<file path="config.mk">
export PLATFORM = sky130hd
export DESIGN_NAME = ns_baud_tick_gen
export DESIGN_NICKNAME = d
export VERILOG_FILES = /design/src/rtl/ns_baud_tick_gen.sv
export SDC_FILE = /design/constraint.sdc
export NUM_CORES = 1
export LEC_CHECK = 0
export BUFFER_PORTS_ARGS = -buffer_cell sky130_fd_sc_hd__buf_2
export CAP_MARGIN = 5
export CORE_ASPECT_RATIO = 0.6
export CORE_MARGIN = 10
export CORE_UTILIZATION = 30
export DETAILED_ROUTE_END_ITERATION = 6
export PLACE_DENSITY = 0.5
export RECOVER_POWER = 25
export REMOVE_ABC_BUFFERS = 1
export SETUP_SLACK_MARGIN = 0.2
export SKIP_CTS_REPAIR_TIMING = 1
export SKIP_LAST_GASP = 1
export SYNTH_ARGS = -nofsm -noshare
export SYNTH_HDL_FRONTEND = slang
export SYNTH_SLANG_ARGS = --single-unit
export TNS_END_PERCENT = 5
</file>
<file path="constraint.sdc">
create_clock -name clk -period 25.7 [get_ports clk]
set_input_delay 7.71 -clock clk [delete_from_list [all_inputs] [get_ports clk]]
set_output_delay 7.71 -clock clk [all_outputs]
set_load 0.1 [all_outputs]
</file>
<file path="src/rtl/ns_baud_tick_gen.sv">
module ns_baud_tick_gen #(
  parameter int          REF_PERIOD_NS = 5,
  parameter int          INT_W         = 24,
  parameter int          FRAC_W        = 8,
  parameter logic [31:0] CODE_X8       = 32'h2673_1000,
  parameter logic [31:0] CODE_X16      = 32'h6EF7_1000,
  parameter int          EP_LSB        = 20,
  parameter int          EP_W          = 4
) (
  input  logic        clk,
  input  logic        rst_n,
  input  logic        wr_en,
  input  logic        wr_sel,
  input  logic [31:0] wr_data,
  output logic        sample_tick,
  output logic        bit_tick
);
  localparam int ACC_W = INT_W + FRAC_W + 2;
  localparam logic [ACC_W-1:0] STEP  = ACC_W'(REF_PERIOD_NS * 255);
  localparam logic [ACC_W-1:0] DEN   = ACC_W'(255);
  localparam logic [31:0]      EP_MK = ~(((32'd1 << EP_W) - 32'd1) << EP_LSB);

  logic [INT_W-1:0]  int_q;
  logic [FRAC_W-1:0] frac_q;
  logic [ACC_W-1:0]  acc_q;
  logic [3:0]        cnt_q;
  logic              x8_q;

  logic [ACC_W-1:0] thr, sum, rem;
  logic             run, hit, wr_div, wr_cfg, bit_now;

  assign wr_div  = wr_en && !wr_sel;
  assign wr_cfg  = wr_en && wr_sel;
  assign thr     = ACC_W'(int_q) * DEN + ACC_W'(frac_q);
  assign run     = int_q != '0;
  assign sum     = acc_q + STEP;
  assign hit     = run && (sum >= thr);
  assign rem     = sum - thr;
  assign bit_now = (cnt_q[2:0] == 3'd7) && (x8_q || cnt_q[3]);

  always_ff @(posedge clk) begin
    if (!rst_n) begin
      int_q       <= '0;
      frac_q      <= '0;
      acc_q       <= '0;
      cnt_q       <= '0;
      x8_q        <= 1'b0;
      sample_tick <= 1'b0;
      bit_tick    <= 1'b0;
    end else if (wr_div) begin
      int_q       <= wr_data[FRAC_W +: INT_W];
      frac_q      <= wr_data[FRAC_W-1:0];
      acc_q       <= '0;
      cnt_q       <= '0;
      sample_tick <= 1'b0;
      bit_tick    <= 1'b0;
    end else begin
      if (wr_cfg) begin
        if ((wr_data & EP_MK) == (CODE_X8 & EP_MK))       x8_q <= 1'b1;
        else if ((wr_data & EP_MK) == (CODE_X16 & EP_MK)) x8_q <= 1'b0;
      end
      if (!run) begin
        acc_q       <= '0;
        sample_tick <= 1'b0;
        bit_tick    <= 1'b0;
      end else if (hit) begin
        acc_q       <= (rem >= thr) ? '0 : rem;
        cnt_q       <= cnt_q + 4'd1;
        sample_tick <= 1'b1;
        bit_tick    <= bit_now;
      end else begin
        acc_q       <= sum;
        sample_tick <= 1'b0;
        bit_tick    <= 1'b0;
      end
    end
  end

  p_bit_with_sample_r6: assert property (@(posedge clk) disable iff (!rst_n)
    bit_tick |-> sample_tick);

  p_write_clears_r4: assert property (@(posedge clk) disable iff (!rst_n)
    wr_div |=> (!sample_tick && !bit_tick && acc_q == '0 && cnt_q == '0));

  p_idle_when_zero_r5: assert property (@(posedge clk) disable iff (!rst_n)
    (int_q == '0 && !wr_div) |=> !sample_tick);

  p_rem_below_thr_r3: assert property (@(posedge clk) disable iff (!rst_n)
    run |-> (acc_q < thr));

  p_x8_only_by_cfg_r8: assert property (@(posedge clk) disable iff (!rst_n)
    !wr_cfg |=> $stable(x8_q));
endmodule

</file>
==> results of run 1 <==
[area by class of cell]
type | instances | area share [%]
Antenna cell | 1 | 0.0198
Tap cell | 513 | 5.07
Clock buffer | 10 | 1.89
Multi-Input combinational cell | 1032 | 71.9
Timing Repair Buffer | 42 | 1.72
Inverter | 233 | 6.91
Sequential cell | 73 | 11.5
Clock inverter | 6 | 0.909
[registers in the layout, indices dropped and copies added (netlist names)]
signal	flops
bit_tick	1
int_q	24
x8_q	1
frac_q	8
sample_tick	1
acc_q	34
cnt_q	4
[worst max-delay path: cells and delay by family (launching register included)]
family                     cells  cell delay, ns
adders and majority gates      7            3.15
AOI/OAI and AO/OA             14            4.39
xor gates and xnor gates       2            0.41
muxes                          2            0.56
buffers and inverters          4            0.29
and+or+nand+nor               10            2.33
DFF                            1            0.49
[cell families after synthesis]
group                      Yosys count  share of synthesized area [%]
xor gates and xnor gates            89                           7.59
muxes                                7                          0.701
AOI/OAI and AO/OA                  299                           18.0
other                                1                         0.0323
DFF                                 73                           12.6
and+or+nand+nor                    374                           16.1
adders and majority gates          262                           35.9
buffers and inverters              266                           9.02
[how the worst min path moves through the flow]
stage / to / startpoint / slack (ns)
floorplan: frac_q[2]$_SDFFE_PN0P_ / frac_q[2]$_SDFFE_PN0P_ / 0.44
finish: frac_q[2]$_SDFFE_PN0P_ / frac_q[2]$_SDFFE_PN0P_ / 0.47
global route: frac_q[2]$_SDFFE_PN0P_ / frac_q[2]$_SDFFE_PN0P_ / 0.49
global placement: frac_q[2]$_SDFFE_PN0P_ / frac_q[2]$_SDFFE_PN0P_ / 0.46
detailed placement: frac_q[2]$_SDFFE_PN0P_ / frac_q[2]$_SDFFE_PN0P_ / 0.46
CTS: frac_q[2]$_SDFFE_PN0P_ / frac_q[2]$_SDFFE_PN0P_ / 0.47
[routing by layer]
metal  global-route usage, %  part of all wire [%]  vias to the layer above
met5                       0                     0                        -
met1                    20.7                    55                     4523
met4                    2.02                  0.59                        0
li1                        -                     -                     4654
met3                    3.81                   6.2                        8
met2                    18.7                    38                      143
[synthesized netlist by cell type (11+ instances only)]
| cell type | n | share of area, % |
|---|---|---|
| o21ai_0 | 36 | 1.6 |
| nor3_1 | 15 | 0.65 |
| nand3_1 | 34 | 1.5 |
| o21bai_1 | 11 | 0.71 |
| a21oi_1 | 64 | 2.8 |
| xor2_1 | 26 | 2.0 |
| nor2_1 | 72 | 2.3 |
| a21boi_0 | 34 | 2.2 |
| a31oi_1 | 22 | 1.2 |
| and3_1 | 15 | 0.81 |
| xnor2_1 | 55 | 4.1 |
| ha_1 | 142 | 15 |
| inv_1 | 233 | 7.5 |
| clkbuf_1 | 21 | 0.68 |
| nand2_1 | 129 | 4.2 |
| fa_1 | 119 | 21 |
| dfxtp_1 | 73 | 13 |
| nand4_1 | 14 | 0.75 |
| a21o_1 | 39 | 2.5 |
| and2_1 | 24 | 1.3 |
[cells in the final DEF, fill, tap and decap left out, types with 5 or more instances in the layout]
master	instances
a21oi_2	7
o21ai_0	36
a21oi_1	64
nand2b_1	8
nor2b_1	9
o31ai_1	5
and4_1	7
nand4_1	14
dfxtp_1	73
a31oi_1	22
and3_1	15
fa_1	119
xnor2_1	55
nor3_1	15
nand2_1	129
or2_2	6
o21a_1	10
nand3_1	34
a211oi_1	10
o211ai_1	6
o21bai_1	11
o31a_1	5
a21boi_0	34
inv_1	233
clkbuf_16	9
nor2_1	72
ha_1	142
xor2_1	26
a21o_1	39
nor4_1	10
or3_1	8
buf_2	36
nand3_2	7
and2_1	24
a2bb2oi_1	7
[per-stage QoR]
stage	worst slack (ns)	hold slack (ns)	utilization [%]
after CTS	14.04	0.471	33.4
after global routing	12.97	0.492	33.4
after global placement	14.44	0.459	32.4
after detailed placement	14.12	0.462	32.4
after floorplan	15.91	0.443	-
final	13.97	0.468	33.4
[power groups by stage]
stage	Sequential (µW)	Clock, µW	Combinational, µW
after floorplan	126	0	572
after global placement	127	0	756
after detailed placement	127	0	756
after CTS	125	161	763
after global routing	126	165	873
final	125	156	763
==> results.toml, run 1 <==
[status]
outcome = "completed"

[clock_tree]
cts_tree = "done"
numCtsBuffers = 9
cts-root-buf = "clkbuf_16"
cts_max_level = 3
clk_latency_ns = 0.37
clockBufferDepth = 2
clock_sinks = 73
clkSlewWorstSetupHoldPaths_ns = 0.07

[finish]
nets = 1688
layout.cells.non_filler = 1910
regArea_um2 = 1460
multi_input_area_um2 = 9110
areaGrowthSynthToFinish_pct = 9.05
drive_above_1_share_pct = 7.16
final_area_um2 = 12700
fill_cells = 3979

[grt]
antenna_found_initial = 0
grt_pass1_vias = 9563
grt_first_pass_wirelength_mm = 51.2
grt_max_degree = 36
grt_overflow = 0
grtUsageTotal_pct = 13.6

[placement]
gp_congestion = 0.871
place_inst = 1892
numPortBuffers = 37
placed_area_um2 = 12300
dp_hpwl_mm = 26.0

[logic_synthesis]
ys_types = 87
yosys_register_bits = 73
synth_ff_type = "dfxtp_1"
async_flop_share_pct = 0
synth_edf_count = 0
avgSynthCellArea_um2 = 8.47
yosysWarnings = 0
yosysSeqAreaShare_pct = 12.6
synthCells = 1371
syn_area_um2 = 11600

[worst_setup_path]
reg2reg_to = "acc_q[11]$_SDFF_PP0_"
startpoint_type = "register"
reg2reg_slack_ns = 13.97
endpoint = "acc_q[11]$_SDFF_PP0_"
required_ns = 26.00
path_max_fanout = 23
path_class = "reg2reg"
crit_slowest_cell = "or2_1"
rr_worst_depth = 39
startpoint = "int_q[4]$_SDFFE_PN0P_"
critPathMaxStageDelay_ns = 0.84
r2r_start = "int_q[4]$_SDFFE_PN0P_"
end_kind = "register"
arrival_ns = 12.03

[power_and_ir_drop]
pwr_density_cell_nw_per_um2 = 82.5
clockPowerShare_pct = 14.9
vdd.ir_drop.worst_uv = 43.4
share_seq_of_total_power_pct = 11.9
p_int_uw = 526
switching_share_pct = 49.7
pwr-share-comb_pct = 73.1
leakagePower_uw = 0.00581
p_switching_uw = 518
power_uw = 1040

[die]
core_um2 = 37900
start_util_pct = 30.6
die_w_um = 274
die_y_um = 172
fp.dieArea_um2 = 47200
num_rows = 55
ioPinCount = 38

[min_path]
min_path_cells = 2
hp-class = "reg2reg"

[timing]
maxSlewHeadroom_pct = 25.8
finalClockSkew_ns = 0.00648
fmax_mhz = 85.3
rsz0062_at_grt = "false"
fin_crit_ns = 11.73
hold_viol_final = 0
slew_violations = 0
setup_viol = 0
worst_pin_slew_ns = 1.11
fin_setup_tns_ns = 0
min_period_over_period_pct = 45.6

[route]
drt_iter0_drc = 528
drt-total-wl_mm = 30.2
wl_per_cell_um = 15.8
firstDrtPassIters = 5
route.vias.total = 9328
ant_nets = 0
remaining_drc_errors = 0
via_per_inst = 4.88

[run]
maxCapViolCount = 0
(Power assumes the default switching activity.)
==> run 2: changes to the inputs <==
--- a/config.mk
+++ b/config.mk
@@ -11,7 +11,7 @@
 export CORE_MARGIN = 10
 export CORE_UTILIZATION = 30
 export DETAILED_ROUTE_END_ITERATION = 6
-export PLACE_DENSITY = 0.5
+export PLACE_DENSITY = 0.52
 export RECOVER_POWER = 25
 export REMOVE_ABC_BUFFERS = 1
 export SETUP_SLACK_MARGIN = 0.2
==> constraint.sdc (replaced) <==
create_clock -name clk -period 10.57 [get_ports clk]
set_input_delay 3.171 -clock clk [delete_from_list [all_inputs] [get_ports clk]]
set_output_delay 3.171 -clock clk [all_outputs]
set_load 0.1 [all_outputs]
==> results.toml, run 2 (same netlist as run 1, synthesis figures left out) <==
[route]
firstDrtPassIters = 5
wl_per_cell_um = 15.7
via_per_inst = 4.92
ant_nets = 0
drt-total-wl_mm = 30.2
remaining_drc_errors = 0
route.vias.total = 9493
drt_iter0_drc = 812

[clock_tree]
numCtsBuffers = 9
clkSlewWorstSetupHoldPaths_ns = 0.06
cts_max_level = 3
cts-root-buf = "clkbuf_16"
clock_sinks = 73
clockBufferDepth = 2
cts_tree = "done"
clk_latency_ns = 0.38

[placement]
dp_hpwl_mm = 25.4
place_ws_ns = 0.0912
gp_congestion = 0.894
numPortBuffers = 37

[finish]
largest-register = "acc_q"
antenna_cells = 0
areaGrowthSynthToFinish_pct = 11.9
drive_above_1_share_pct = 11.0
reg_top3 = "acc_q (34), int_q (24), frac_q (8)"
mostFrequentLayoutCells = "inv_1 (231), ha_1 (141), nand2_1 (129)"
largest_register_ff_count = 34
fill_cells = 3996
nets = 1708
mostFrequentLayoutCell = "inv_1"

[grt]
grt_first_pass_wirelength_mm = 50.1
grtUsageTotal_pct = 13.4
grt_overflow = 0
antenna_found_initial = 0
grt_max_degree = 36
grt_pass1_vias = 9407

[die]
core_um2 = 37900
ioPinCount = 38
start_util_pct = 30.6
die_y_um = 172
num_rows = 55
die_w_um = 274
fp.dieArea_um2 = 47200

[worst_setup_path]
arrival_ns = 10.16
startpoint = "int_q[5]$_SDFFE_PN0P_"
required_ns = 10.88
r2r_start = "int_q[5]$_SDFFE_PN0P_"
startpoint_type = "register"
crit_slowest_cell = "fa_1"
critPathMaxStageDelay_ns = 0.52
path_delay_family = "adder cells"
timing.critical_path.buf_inv = 5
reg2reg_slack_ns = 0.72
path_max_fanout = 6
endpoint = "acc_q[20]$_SDFF_PP0_"
end_kind = "register"
path_class = "reg2reg"
worstSetupPathDepth = 39
reg2reg_to = "acc_q[20]$_SDFF_PP0_"
rr_worst_depth = 39

[timing]
slew_violations = 33
worst_pin_slew_ns = 2.10
fin_crit_ns = 9.85
finalWorstSetupSlack_ns = 0.719
maxSlewHeadroom_pct = -40.5
fin_setup_tns_ns = 0
fmax_mhz = 102
setup_viol = 0
finalClockSkew_ns = 0.0103
rsz0062_at_grt = "false"
hold_viol_final = 0
min_period_over_period_pct = 93.2

[power_and_ir_drop]
leakagePower_uw = 0.00592
pwr_density_cell_nw_per_um2 = 197
vdd.ir_drop.worst_uv = 143

[status]
violations = "capacitance limit, slew limit"
outcome = "complete, but fails checks"

[min_path]
hp-class = "reg2reg"
min_path_cells = 2

[run]
maxCapViolCount = 1
==> run 2: through the flow <==
step | instances | cell area, µm² | hold slack, ns | power [µW] | utilization [%]
2_1_floorplan | 1338 | 11400 | 0.443 | 1700 | -
3_3_place_gp | 1900 | 12400 | 0.460 | 2110 | 32.6
3_5_place_dp | 1900 | 12400 | 0.463 | 2120 | 32.6
4_1_cts | 1916 | 12700 | 0.473 | 2470 | 33.4
5_1_grt | 1929 | 13000 | 0.514 | 2830 | 34.3
6_report | 1929 | 13000 | 0.467 | 2560 | 34.3
==> run 2: final cells by class <==
| type | instances | area (µm²) | share of cell area, % |
|---|---|---|---|
| clock inverter | 6 | 67.6 | 0.520 |
| multi-input combinational | 1033 | 9330 | 71.8 |
| sequential | 73 | 1470 | 11.3 |
| inverter | 233 | 875 | 6.73 |
| timing repair buffer | 61 | 374 | 2.88 |
| clock buffer | 10 | 239 | 1.84 |
| tap | 513 | 642 | 4.94 |
==> run 2: how the worst min path moves through the flow <==
stage | start | endpoint | slack [ns]
after floorplan | frac_q[2]$_SDFFE_PN0P_ | frac_q[2]$_SDFFE_PN0P_ | 0.44
after global placement | frac_q[2]$_SDFFE_PN0P_ | frac_q[2]$_SDFFE_PN0P_ | 0.46
after detailed placement | frac_q[3]$_SDFFE_PN0P_ | frac_q[3]$_SDFFE_PN0P_ | 0.46
after CTS | frac_q[3]$_SDFFE_PN0P_ | frac_q[3]$_SDFFE_PN0P_ | 0.47
after global routing | frac_q[3]$_SDFFE_PN0P_ | frac_q[3]$_SDFFE_PN0P_ | 0.51
final | frac_q[3]$_SDFFE_PN0P_ | frac_q[3]$_SDFFE_PN0P_ | 0.47
==> run 2: power breakdown <==
part,internal [µW],total (µW),switching [µW],leakage (µW)
combinational,786,1920,1140,0.00518
clock,189,332,142,0.000145
sequential,286,303,16.4,0.000596
total,1260,2560,1300,0.00592
==> run 2: layer usage <==
metal  vias to the layer above  part of all wire, %  global-route usage, %
met1                      4584                   55                   20.5
li1                       4699                    -                      -
met4                         0                  1.0                   2.93
met5                         -                    0                      0
met3                        20                  6.2                   2.99
met2                       190                   38                   18.4
==> run 2: worst register-to-register path: cells and delay by family (launching register included) <==
family / cells / cell delay, ns
AOI/OAI and AO/OA: 13 / 2.96
buffers and inverters: 5 / 0.39
and+or+nand+nor: 10 / 1.80
adders and majority gates: 7 / 3.02
xor gates and xnor gates: 1 / 0.29
DFF: 1 / 0.40
muxes: 3 / 0.91
==> run 3: changes to the inputs <==
--- a/config.mk
+++ b/config.mk
@@ -12,7 +12,7 @@
 export CORE_UTILIZATION = 30
 export DETAILED_ROUTE_END_ITERATION = 6
 export PLACE_DENSITY = 0.52
-export RECOVER_POWER = 25
+export RECOVER_POWER = 50
 export REMOVE_ABC_BUFFERS = 1
 export SETUP_SLACK_MARGIN = 0.2
 export SKIP_CTS_REPAIR_TIMING = 1
==> results.toml, run 3 (same netlist as run 1, synthesis figures left out) <==
[status]
outcome = "complete, but fails checks"
violations = "capacitance limit, slew limit"

[run]
maxCapViolCount = 1

[die]
fp.dieArea_um2 = 47200
die_w_um = 274
start_util_pct = 30.6
ioPinCount = 38
num_rows = 55
core_um2 = 37900
die_y_um = 172

[worst_setup_path]
path_class = "reg2reg"
required_ns = 10.88
crit_slowest_cell = "fa_1"
critPathMaxStageDelay_ns = 0.61
path_max_fanout = 11
arrival_ns = 10.26
startpoint_type = "register"
end_kind = "register"

[clock_tree]
cts_max_level = 3
clk_latency_ns = 0.38
clkSlewWorstSetupHoldPaths_ns = 0.06
cts-root-buf = "clkbuf_16"
clock_sinks = 73
numCtsBuffers = 9
clockBufferDepth = 2
cts_tree = "done"

[placement]
place_ws_ns = 0.0912
dp_hpwl_mm = 25.4
placed_area_um2 = 12400
numPortBuffers = 37
gp_congestion = 0.894

[timing]
fin_crit_ns = 9.95
maxSlewHeadroom_pct = -40.5
setup_viol = 0
worst_pin_slew_ns = 2.10
fin_setup_tns_ns = 0
finalWorstSetupSlack_ns = 0.621
rsz0062_at_grt = "false"
min_period_over_period_pct = 94.1
hold_viol_final = 0
finalClockSkew_ns = 0.00936
slew_violations = 33
fmax_mhz = 101

[power_and_ir_drop]
clockPowerShare_pct = 13.0
p_switching_uw = 1290
leakagePower_uw = 0.00592
share_seq_of_total_power_pct = 11.8
p_int_uw = 1260
pwr-share-comb_pct = 75.2
switching_share_pct = 50.6
vdd.ir_drop.worst_uv = 143
power_uw = 2560
pwr_density_cell_nw_per_um2 = 197

[finish]
largest-register = "acc_q"
reg_top3 = "acc_q (34), int_q (24), frac_q (8)"
fill_cells = 3998
drive_above_1_share_pct = 10.9
nets = 1708
antenna_cells = 0
largest_register_ff_count = 34
areaGrowthSynthToFinish_pct = 11.9
mostFrequentLayoutCells = "inv_1 (231), ha_1 (141), nand2_1 (129)"
final_area_um2 = 13000
mostFrequentLayoutCell = "inv_1"

[route]
via_per_inst = 4.92
remaining_drc_errors = 0
wl_per_cell_um = 15.7
ant_nets = 0
firstDrtPassIters = 5
drt-total-wl_mm = 30.2
drt_iter0_drc = 816
route.vias.total = 9499

[grt]
grt_overflow = 0
grtUsageTotal_pct = 13.4
grt_pass1_vias = 9407
grt_first_pass_wirelength_mm = 50.1
grt_max_degree = 36
antenna_found_initial = 0

[min_path]
hp-class = "reg2reg"
## run 3: cell types whose count changed in the layout (fill, tap and decap cells not counted)
cell,before,now
a311oi_1,2,3
a311oi_2,1,0
and2_0,0,1
and2_1,24,23
o21ai_0,31,32
o21ai_1,4,3
## run 3: final cells by class
cell class	instances	area (µm²)	area share [%]
clock buffer	10	239	1.84
clock inverter	6	67.6	0.520
inverter	233	875	6.73
multi-input combinational	1033	9320	71.8
sequential	73	1470	11.3
tap	513	642	4.94
timing repair buffer	61	374	2.88
## run 3: power by group through the flow
stage / logic (µW) / clock network (µW) / registers (µW)
6_report: 1920 / 332 / 303
5_1_grt: 2170 / 353 / 305
4_1_cts: 1820 / 343 / 303
3_5_place_dp: 1810 / 0 / 309
3_3_place_gp: 1800 / 0 / 309
2_1_floorplan: 1390 / 0 / 307
## run 3: critical path, delay by kind of cell, from the launching register on
kind,cells,cell delay [ns]
AOI/OAI and AO/OA,13,2.90
adders and majority gates,7,3.28
buffers and inverters,4,0.33
DFF,1,0.50
muxes,3,0.91
and+or+nand+nor,9,1.95
## run 3: layer usage
metal  up-vias  share of wire, %  GRT usage, %  wire length (µm)
met5         -                 0             0                 0
met4         0              0.98          2.93               297
met3        21               6.5          2.99              1960
met2       187                38          18.4             11500
met1      4589                54          20.5             16400
li1       4702                 -             -                 -
## run 3: final timing paths
path	startpoint	end	slack (ns)	depth (start not counted)
hold / removal	frac_q[3]$_SDFFE_PN0P_	frac_q[3]$_SDFFE_PN0P_	0.47	2
setup / recovery	int_q[16]$_SDFFE_PN0P_	acc_q[20]$_SDFF_PP0_	0.62	36
hold reg to reg	frac_q[3]$_SDFFE_PN0P_	frac_q[3]$_SDFFE_PN0P_	0.47	2
setup reg to reg	int_q[16]$_SDFFE_PN0P_	acc_q[20]$_SDFF_PP0_	0.62	36
## run 3: per-stage QoR
step / std cells / hold slack, ns / utilization [%]
3_5_place_dp: 1900 / 0.463 / 32.6
2_1_floorplan: 1338 / 0.443 / -
4_1_cts: 1916 / 0.473 / 33.4
5_1_grt: 1929 / 0.514 / 34.2
6_report: 1929 / 0.467 / 34.2
3_3_place_gp: 1900 / 0.460 / 32.6
